==> src/rtl/cap_pkg.sv <==
package cap_pkg;
  localparam int CAP_TMR_W_DEF   = 16;
  localparam int CAP_SYNC_DEF    = 2;
  localparam int CAP_DIV_DEF     = 2;
  localparam int CAP_SAMPLES_DEF = 4;
  localparam int CAP_DLY_W_DEF   = 3;

  typedef enum logic {
    EDGE_FALL = 1'b0,
    EDGE_RISE = 1'b1
  } cap_edge_e;
endpackage

==> src/rtl/cap_sync.sv <==
module cap_sync #(
  parameter int STAGES = 2
) (
  input  logic clk,
  input  logic rst,
  input  logic d_i,
  output logic q_o
);
  logic [STAGES-1:0] sr_q;

  generate
    if (STAGES == 1) begin : g_one
      always_ff @(posedge clk) begin
        if (rst) sr_q <= '0;
        else     sr_q <= d_i;
      end
    end else begin : g_many
      always_ff @(posedge clk) begin
        if (rst) sr_q <= '0;
        else     sr_q <= {sr_q[STAGES-2:0], d_i};
      end
    end
  endgenerate

  assign q_o = sr_q[STAGES-1];
endmodule

==> src/rtl/cap_filter.sv <==
module cap_filter #(
  parameter int SAMPLE_DIV = 2,
  parameter int SAMPLES    = 4
) (
  input  logic clk,
  input  logic rst,
  input  logic filt_en_i,
  input  logic din_i,
  output logic smp_o,
  output logic lvl_o
);
  localparam int DIV_W = (SAMPLE_DIV > 1) ? $clog2(SAMPLE_DIV) : 1;
  localparam int HW    = SAMPLES - 1;
  localparam logic [DIV_W-1:0] DIV_LAST = DIV_W'(SAMPLE_DIV - 1);

  logic [DIV_W-1:0]   div_q;
  logic [HW-1:0]      hist_q;
  logic [SAMPLES-1:0] win;
  logic               lvl_q;

  // free-running sample tick, independent of the timer rate
  always_ff @(posedge clk) begin
    if (rst)                   div_q <= '0;
    else if (div_q == DIV_LAST) div_q <= '0;
    else                       div_q <= div_q + 1'b1;
  end

  assign smp_o = (div_q == DIV_LAST);
  assign win   = {hist_q, din_i};

  always_ff @(posedge clk) begin
    if (rst)        hist_q <= '0;
    else if (smp_o) hist_q <= win[HW-1:0];
  end

  always_ff @(posedge clk) begin
    if (rst)                     lvl_q <= 1'b0;
    else if (!filt_en_i)         lvl_q <= din_i;
    else if (smp_o && (&win))    lvl_q <= 1'b1;
    else if (smp_o && !(|win))   lvl_q <= 1'b0;
  end

  assign lvl_o = lvl_q;

  // while filtering, the accepted level only moves on a sample tick
  a_r4_level_on_tick: assert property (@(posedge clk) disable iff (rst)
    (filt_en_i && $past(filt_en_i) && !$stable(lvl_q)) |-> $past(smp_o));
endmodule

==> src/rtl/cap_delay.sv <==
module cap_delay #(
  parameter int DLY_W = 3
) (
  input  logic             clk,
  input  logic             rst,
  input  logic             edge_i,
  input  logic             smp_i,
  input  logic [DLY_W-1:0] dly_i,
  output logic             fire_o
);
  logic             busy_q;
  logic [DLY_W-1:0] cnt_q;
  logic             last_tick;

  assign last_tick = busy_q && smp_i && (cnt_q == DLY_W'(1));
  assign fire_o    = (edge_i && !busy_q && (dly_i == '0)) || last_tick;

  always_ff @(posedge clk) begin
    if (rst) begin
      busy_q <= 1'b0;
      cnt_q  <= '0;
    end else if (!busy_q) begin
      if (edge_i && (dly_i != '0)) begin
        busy_q <= 1'b1;
        cnt_q  <= dly_i;
      end
    end else if (smp_i) begin
      if (cnt_q == DLY_W'(1)) busy_q <= 1'b0;
      cnt_q <= cnt_q - 1'b1;
    end
  end

  // a pending delay is never reloaded by a new edge
  a_r10_no_reload: assert property (@(posedge clk) disable iff (rst)
    (busy_q && !smp_i) |=> $stable(cnt_q));
  // nothing fires between sample ticks while a delay runs
  a_r6_fire_on_tick: assert property (@(posedge clk) disable iff (rst)
    (busy_q && !smp_i) |-> !fire_o);
endmodule

==> src/rtl/cap_edge_unit.sv <==
module cap_edge_unit
  import cap_pkg::*;
#(
  parameter int TMR_W      = CAP_TMR_W_DEF,
  parameter int SYNC_STG   = CAP_SYNC_DEF,
  parameter int SAMPLE_DIV = CAP_DIV_DEF,
  parameter int SAMPLES    = CAP_SAMPLES_DEF,
  parameter int DLY_W      = CAP_DLY_W_DEF
) (
  input  logic             clk,
  input  logic             rst,
  input  logic             pin_i,
  input  logic [TMR_W-1:0] tmr_i,
  input  logic             filt_en_i,
  input  logic             edge_sel_i,
  input  logic [DLY_W-1:0] dly_i,
  input  logic             irq_en_i,
  input  logic             flag_clr_i,
  output logic             cap_stb_o,
  output logic [TMR_W-1:0] cap_val_o,
  output logic             cap_flag_o,
  output logic             irq_o
);
  logic      pin_s, smp, lvl, lvl_prev_q, edge_hit, fire, flag_nxt;
  cap_edge_e pol;

  cap_sync #(.STAGES(SYNC_STG)) u_sync (
    .clk(clk), .rst(rst), .d_i(pin_i), .q_o(pin_s));

  cap_filter #(.SAMPLE_DIV(SAMPLE_DIV), .SAMPLES(SAMPLES)) u_filt (
    .clk(clk), .rst(rst), .filt_en_i(filt_en_i), .din_i(pin_s),
    .smp_o(smp), .lvl_o(lvl));

  always_ff @(posedge clk) begin
    if (rst) lvl_prev_q <= 1'b0;
    else     lvl_prev_q <= lvl;
  end

  assign pol      = cap_edge_e'(edge_sel_i);
  assign edge_hit = (pol == EDGE_RISE) ? (lvl && !lvl_prev_q)
                                       : (!lvl && lvl_prev_q);

  cap_delay #(.DLY_W(DLY_W)) u_dly (
    .clk(clk), .rst(rst), .edge_i(edge_hit), .smp_i(smp),
    .dly_i(dly_i), .fire_o(fire));

  assign flag_nxt = fire || (cap_flag_o && !flag_clr_i);

  always_ff @(posedge clk) begin
    if (rst) begin
      cap_stb_o  <= 1'b0;
      cap_val_o  <= '0;
      cap_flag_o <= 1'b0;
      irq_o      <= 1'b0;
    end else begin
      cap_stb_o  <= fire;
      cap_flag_o <= flag_nxt;
      irq_o      <= flag_nxt && irq_en_i;
      if (fire) cap_val_o <= tmr_i;
    end
  end

  // strobe lasts one cycle
  a_r2_stb_single: assert property (@(posedge clk) disable iff (rst)
    cap_stb_o |=> !cap_stb_o);
  // strobe always accompanied by the flag
  a_r8_stb_sets_flag: assert property (@(posedge clk) disable iff (rst)
    cap_stb_o |-> cap_flag_o);
  // flag holds without a clear
  a_r8_flag_sticky: assert property (@(posedge clk) disable iff (rst)
    (cap_flag_o && !flag_clr_i) |=> cap_flag_o);
  // request implies flag
  a_r9_irq_needs_flag: assert property (@(posedge clk) disable iff (rst)
    irq_o |-> cap_flag_o);
  // captured value only changes with a strobe
  a_r7_val_held: assert property (@(posedge clk) disable iff (rst)
    !cap_stb_o |-> $stable(cap_val_o));
endmodule

==> config.mk <==
export PLATFORM = sky130hd
export DESIGN_NAME = cap_edge_unit
export DESIGN_NICKNAME = d
export VERILOG_FILES = /design/src/rtl/cap_pkg.sv /design/src/rtl/cap_sync.sv /design/src/rtl/cap_filter.sv /design/src/rtl/cap_delay.sv /design/src/rtl/cap_edge_unit.sv
export SDC_FILE = /design/constraint.sdc
export NUM_CORES = 1
export LEC_CHECK = 0
export BUFFER_PORTS_ARGS = -buffer_cell sky130_fd_sc_hd__buf_4
export CAP_MARGIN = 10
export CORE_ASPECT_RATIO = 1.2
export CORE_MARGIN = 2
export CORE_UTILIZATION = 40
export CTS_BUF_LIST = sky130_fd_sc_hd__clkbuf_8
export CTS_CLUSTER_SIZE = 12
export DETAILED_ROUTE_END_ITERATION = 10
export GPL_TIMING_DRIVEN = 0
export PLACE_DENSITY = 0.64
export RECOVER_POWER = 100
export SLEW_MARGIN = 0
export SYNTH_ARGS = -nofsm -noshare
export SYNTH_HDL_FRONTEND = slang
export SYNTH_HIERARCHICAL = 1
export SYNTH_SLANG_ARGS = --single-unit
==> constraint.sdc <==
create_clock -name clk -period 4.3 [get_ports clk]
set_clock_uncertainty 0.05 [all_clocks]
set_input_delay 0.645 -clock clk [delete_from_list [all_inputs] [get_ports clk]]
set_output_delay 0.645 -clock clk [all_outputs]
set_load 0.02 [all_outputs]
==> results of run 1 <==
## placed cells by master (no fill, tap or decap), drive strengths merged
master,count
nor4,2
nor2,23
nor2b,6
inv,6
a22o,1
a211o,2
or4b,1
a221oi,1
o22ai,1
clkbuf,30
a21oi,6
o31ai,1
dfxtp,31
and4,1
nand2,2
ha,2
nor3,2
buf,25
clkinv,1
nand3b,1
a32oi,1
nand2b,5
o21ai,3
mux2i,20
## synthesized netlist by cell type
cell type  count
nor4_1         2
nand3b_1       1
o22ai_1        1
a211o_2        1
a32oi_1        1
a211o_1        1
nand2b_1       5
o31ai_1        1
buf_12         1
a221oi_1       1
nand2_1        2
a21oi_1        6
buf_2          2
or4b_1         1
nor2_1        23
o21ai_0        3
inv_1          4
dfxtp_1       31
nor3_1         2
nor2b_1        6
mux2i_1       20
and4_2         1
buf_6          2
buf_4          1
a22o_1         1
ha_1           2
## critical path, stage by stage
cell	delay, ns
buf_4	0.11
o22ai_1	0.23
nor2b_1	0.20
a22o_1	0.14
clkbuf_1	0.42
clkbuf_1	0.58
mux2i_1	0.28
nor2_1	0.05
## layer usage
| layer | vias up | GRT usage |
|---|---|---|
| li1 | 517 | - |
| met1 | 448 | 0.145 |
| met2 | 33 | 0.268 |
| met3 | 2 | 0.0691 |
| met4 | 0 | 0.0750 |
| met5 | - | 0 |
## state kept, by name (all words and copies together) (netlist names)
signal / count
cap_flag_o: 1
cap_stb_o: 1
u_dly/cnt_q: 3
u_filt/smp_o: 1
u_dly/busy_q: 1
cap_val_o: 16
u_filt/hist_q: 3
u_sync/sr_q: 2
lvl_prev_q: 1
irq_o: 1
u_filt/lvl_o: 1
## cell type report
cell class,count,share of cell area
inverters,4,0.00946
repair buffers,44,0.159
clock buffers,5,0.0434
clock inverters,3,0.00789
well taps,36,0.0284
plain buffers,6,0.0197
flip-flops and latches,31,0.391
multi-input cells,81,0.341
## worst paths after layout
check / cells past startpoint / to / startpoint
max: 8 / cap_val_o[3] / edge_sel_i
min: 1 / u_sync/sr_q[1] / u_sync/sr_q[0]
max reg2reg: 8 / cap_val_o[3] / u_filt/lvl_o
min reg2reg: 1 / u_sync/sr_q[1] / u_sync/sr_q[0]
## cell families (layout without fill, tap and decap cells)
logic type,after synthesis,count (layout),synth area share
adder cells (fa/ha/maj),2,2,0.0202
AO/OA/AOI/OAI,16,16,0.0839
multiplexers,20,20,0.162
AND/OR/NAND/NOR,43,43,0.172
buffers and inverters,10,62,0.0607
flip-flops,31,31,0.502
## through the flow
| step | setup WS [ns] | instance area (sq um) | cells | utilization |
|---|---|---|---|---|
| after detailed placement | 2.19 | 1610 | 202 | 0.538 |
| after floorplan | 2.46 | 1240 | 122 | - |
| final | 1.75 | 1590 | 210 | 0.529 |
| after CTS | 2.47 | 1690 | 210 | 0.565 |
| after global placement | 2.21 | 1610 | 202 | 0.538 |
| after global routing | 1.51 | 1590 | 210 | 0.529 |
## report_power, final
group | switching (W) | internal [W]
sequential | 0.00000247 | 0.000291
clock | 0.0000916 | 0.000108
combinational | 0.0000157 | 0.0000213
total | 0.000110 | 0.000420
==> results.md, run 1 <==
- Status: complete, no violations
- Largest net degree at the start of global routing: 14
- Synth area leaders: dfxtp_1, mux2i_1, nor2_1
- Vias in the first global route: 935
- MaxCap Viol Count: 0
- Met2 WL: 1260 um
- Fraction of layout cells with a size suffix above 1: 0.190
- Crit Path Max Fanout: 10
- Synth area leader: dfxtp_1
- Fillers: 301
- Inserted Diodes: 0
- CORE AREA: 0.00300 sq mm
- First-pass GRT wire length: 3840 um
- DRT iter0 DRCs: 28
- WL final: 2460 um
- Setup Fix Bufs, Post-CTS: 0
- Mapped Nets: 150
- DRT antenna net count: 0
- Max clock buf depth: 2
- Die Area: 0.00356 sq mm
- GRT Residual Overflow: 0
- CTS root buffer: clkbuf_8
- Area occupied by multi-input gates: 542 sq um
- Post-detailed-route DRC marker count: 0
- NumNets Final: 201
- WL met1: 972 um
- Setup violators final: 0
- IO Pins: 45
- Area Overhead vs Synth: 28.2%
- Setup_tns: 0 ns
- Yosys top cell area share: 0.502
- Rows: 22
- Reg area: 621 sq um
- I/O Buffers: 44
- Syn_area_per_cell: 10.1 sq um
- Highest metal used: met4
- Arrival time worst endpoint: 2.66 ns
- Peak Freq: 392 MHz
- Tot Pwr: 0.000530 W
- Min Tclk post-route: 2.55 ns
- LEAKAGE: 0.600 nW
- Flops & latches, synth: 31
- RSZ-0062 raised after global routing: false
- Vias after detailed routing: 1000
- GP Congestion: 0.761
- GRT Util Overall: 0.154
- Dpl hpwl: 1900 um
- H-tree levels: 2
- Crit path kind: primary input to register
- Hold Vio Cnt, Final: 0
- Met3 wire length: 215 um
- Die W: 54.8 um
- Pwr dens: 334 mW/mm^2
- Clock-pin slew on the worst setup and hold paths: 0.06 ns
- Initial Util: 0.412
- Worst skew pair latency: 0.27 ns
- Synth cell types: 26
- CP endpoint kind: register
- First-pass DRT Iterations: 4
- Slew Limit Fails: 0
- Crit share post-route: 0.593
- Post-CTS sizing: 0
- Worst VDD drop: 0.272 mV
- R2r setup slk: 1.76 ns
- CTS buffer count: 5
- CP required: 4.41 ns
- Via density: 4.76
- Hold Crit Class: register to register
- Max_slew headroom: 0.550
- Initial antenna violation count: 0
- Post-Synthesis Cell Area: 0.00124 sq mm
- Die Y: 64.9 um
- Drt wl/cell: 11.7 um
- Hold slack final: 0.418 ns
- Slew @ Worst Pin: 0.676 ns
- CTS tree: done
- Setup crit start kind: primary input
- Yosys warns: 6
- Number of cells produced by synthesis: 122
- Hold_buf cts: 0
- Sequential area share after synthesis: 0.502
- Sink Count: 31
(Power assumes the default switching activity.)
==> run 2, diff against run 1 <==
==> constraint.sdc (replaced) <==
create_clock -name clk -period 2.45 [get_ports clk]
set_clock_uncertainty 0.05 [all_clocks]
set_input_delay 0.3675 -clock clk [delete_from_list [all_inputs] [get_ports clk]]
set_output_delay 0.3675 -clock clk [all_outputs]
set_load 0.02 [all_outputs]
==> results.md, run 2 (synthesis results as in run 1) <==
- Status: complete, no violations (unchanged)
- Inserted Diodes: 0 (unchanged)
- R2r endpoint: cap_val_o[3] (unchanged)
- Dpl hpwl: 1900 um (unchanged)
- CTS root buffer: clkbuf_8 (unchanged)
- CORE AREA: 0.00300 sq mm (unchanged)
- Via density: 4.76 (about the same)
- Clock share of power: 0.376 (was 0.377)
- WL final: 2460 um (about the same)
- Die W: 54.8 um (unchanged)
- Crit path kind: register to register (was primary input to register)
- Hold path cells: 2 (was 1)
- Reg2Reg Depth: 8 (unchanged)
- Post-detailed-route DRC marker count: 0 (unchanged)
- First-pass GRT wire length: 3840 um (unchanged)
- Worst Hold End: u_sync/sr_q[0] (was u_sync/sr_q[1])
- Slew Limit Fails: 0 (unchanged)
- DRT iter0 DRCs: 28 (unchanged)
- NetSw: 0.000193 W (was 0.000110 W)
- CP endpoint kind: register (unchanged)
- Setup violators final: 0 (unchanged)
- Setup_tns: 0 ns (unchanged)
- Slowest stage delay, CP: 0.34 ns (was 0.58 ns)
- Max_slew headroom: 0.577 (was 0.550)
- I/O Buffers: 44 (unchanged)
- GP Congestion: 0.761 (unchanged)
- Slowest cell on crit path: dfxtp_1 (was clkbuf_1)
- R2r startpoint: u_filt/lvl_o (unchanged)
- CTS tree: done (unchanged)
- Hold Vio Cnt, Final: 0 (unchanged)
- First-pass DRT Iterations: 4 (unchanged)
- Commonest cells after routing, fill and taps aside: dfxtp_1, buf_4, nor2_1, clkbuf_1, mux2i_1 (was dfxtp_1, clkbuf_1, nor2_1, buf_4, mux2i_1)
- Final WS setup: 0.659 ns (was 1.75 ns)
- Crit share post-route: 0.731
- Hold Crit Class: primary input to register (was register to register)
- GRT Util Overall: 0.154 (unchanged)
- Sw Share: 0.207 (about the same)
- Largest register FFs: 16 (unchanged)
- Die Y: 64.9 um (unchanged)
- Die Area: 0.00356 sq mm (unchanged)
- Hold_sp: pin_i (was u_sync/sr_q[0])
- Peak Freq: 558 MHz
- Min Tclk post-route: 1.79 ns
- Commonest non-fill, non-tap cell in the layout: dfxtp_1 (unchanged)
- Post-CTS sizing: 0 (unchanged)
- CTS buffer count: 5 (unchanged)
- NumNets Final: 201 (unchanged)
- MaxCap Viol Count: 0 (unchanged)
- Setup crit start kind: register (was primary input)
- Slew @ Worst Pin: 0.628 ns (was 0.676 ns)
- Vias in the first global route: 935 (unchanged)
- Pwr dens: 577 mW/mm^2 (was 334 mW/mm^2)
- Initial antenna violation count: 0 (unchanged)
- Area Overhead vs Synth: 30.4% (was 28.2%)
- DP Worst Slack: 0.617 ns (was 2.19 ns)
- Initial Util: 0.412 (unchanged)
- Largest net degree at the start of global routing: 14 (unchanged)
- Int Pwr: 0.000739 W (was 0.000420 W)
- Fraction of layout cells with a size suffix above 1: 0.207 (was 0.190)
- RSZ-0062 raised after global routing: false (unchanged)
- R2r setup slk: 0.66 ns (was 1.76 ns)
- Biggest regs: cap_val_o: 16 flops, u_dly/cnt_q: 3 flops, u_filt/hist_q: 3 flops (unchanged)
- Crit Path Max Fanout: 10 (unchanged)
- CP delay by family, top: simple AND/OR/NAND/NOR gates (was buffers and inverters)
- CP required: 2.56 ns (was 4.41 ns)
- LEAKAGE: 0.615 nW (was 0.600 nW)
- Hold slack final: 0.264 ns (was 0.418 ns)
- Final Util: 0.538 (was 0.529)
- Crit path buffers/inverters: 2 (was 3)
- Gate power share: 0.071 (was 0.070)
- H-tree levels: 2 (unchanged)
- Worst skew pair latency: 0.27 ns (about the same)
- Vias after detailed routing: 999 (was 1000)
- Max clock buf depth: 2 (unchanged)
- DRT antenna net count: 0 (unchanged)
- GRT Residual Overflow: 0 (unchanged)
- Sink Count: 31 (unchanged)
- Setup Fix Bufs, Post-CTS: 0 (unchanged)
- Drt wl/cell: 11.7 um (about the same)
- Clock-pin slew on the worst setup and hold paths: 0.06 ns (about the same)
- Arrival time worst endpoint: 1.91 ns (was 2.66 ns)
- Sequential power share: 0.553 (about the same)
- Hold_buf cts: 0 (unchanged)
- Rows: 22 (unchanged)
- Worst VDD drop: 0.477 mV (was 0.272 mV)
- Top reg by flops: cap_val_o (unchanged)
- IO Pins: 45 (unchanged)
- CP cell instances: nand2b_1 > o22ai_1 > nor2b_1 > a22o_1 > buf_6 > buf_12 > mux2i_1 > nor2_1 (was buf_4 > o22ai_1 > nor2b_1 > a22o_1 > clkbuf_1 > clkbuf_1 > mux2i_1 > nor2_1)
run 2: changes by cell type in the layout (fill, tap and decap cells not counted):
| cell | change |
|---|---|
| buf_6 | +1 |
| clkbuf_1 | -3 |
| buf_4 | +1 |
| buf_12 | +1 |
run 2: area by class of cell:
class                   count  area, sq um
repair buffers             44          255
inverters                   4         15.0
fillers                   297         1390
flip-flops and latches     31          621
plain buffers               6         55.1
well taps                  36         45.0
multi-input cells          81          542
clock buffers               5         68.8
clock inverters             3         12.5
run 2: per-layer routing:
metal / vias to the layer above / track usage / wire (um)
li1: 517 / - / -
met1: 447 / 0.145 / 964
met5: - / 0 / 0
met3: 2 / 0.0691 / 215
met4: 0 / 0.0750 / 17
met2: 33 / 0.268 / 1260
run 2: per-stage QoR:
| step | std cells | cell area (sq um) | total power (W) |
|---|---|---|---|
| CTS | 210 | 1690 | 0.000956 |
| floorplan | 122 | 1240 | 0.000553 |
| global placement | 202 | 1610 | 0.000593 |
| finish | 210 | 1610 | 0.000932 |
| global route | 210 | 1610 | 0.000991 |
| detailed placement | 202 | 1610 | 0.000595 |
run 2: power groups by stage:
stage	clock, W	combinational [W]	sequential, W
3_3_place_gp	0	0.0000675	0.000526
4_1_cts	0.000372	0.0000697	0.000515
6_report	0.000350	0.0000661	0.000515
5_1_grt	0.000403	0.0000726	0.000515
2_1_floorplan	0	0.0000271	0.000526
3_5_place_dp	0	0.0000693	0.000526
run 2: worst reg2reg max path: cells and delay by family (launching register included):
family	cells	cell delay, ns
AND/OR/NAND/NOR	3	0.40
AO/OA/AOI/OAI	2	0.38
flip-flops	1	0.34
buffers and inverters	2	0.31
multiplexers	1	0.21
run 2: worst max-delay path by stage:
| stage | endpoint | cells past startpoint | slack, ns | from |
|---|---|---|---|---|
| final | cap_val_o[3] | 8 | 0.66 | u_filt/lvl_o |
| after global routing | cap_val_o[1] | 8 | 0.48 | u_filt/lvl_o |
| after CTS | cap_val_o[1] | 8 | 0.62 | u_filt/lvl_o |
| after detailed placement | cap_val_o[3] | 8 | 0.62 | edge_sel_i |
| after global placement | cap_val_o[1] | 8 | 0.64 | edge_sel_i |
| after floorplan | cap_val_o[0] | 8 | 0.83 | u_filt/lvl_o |
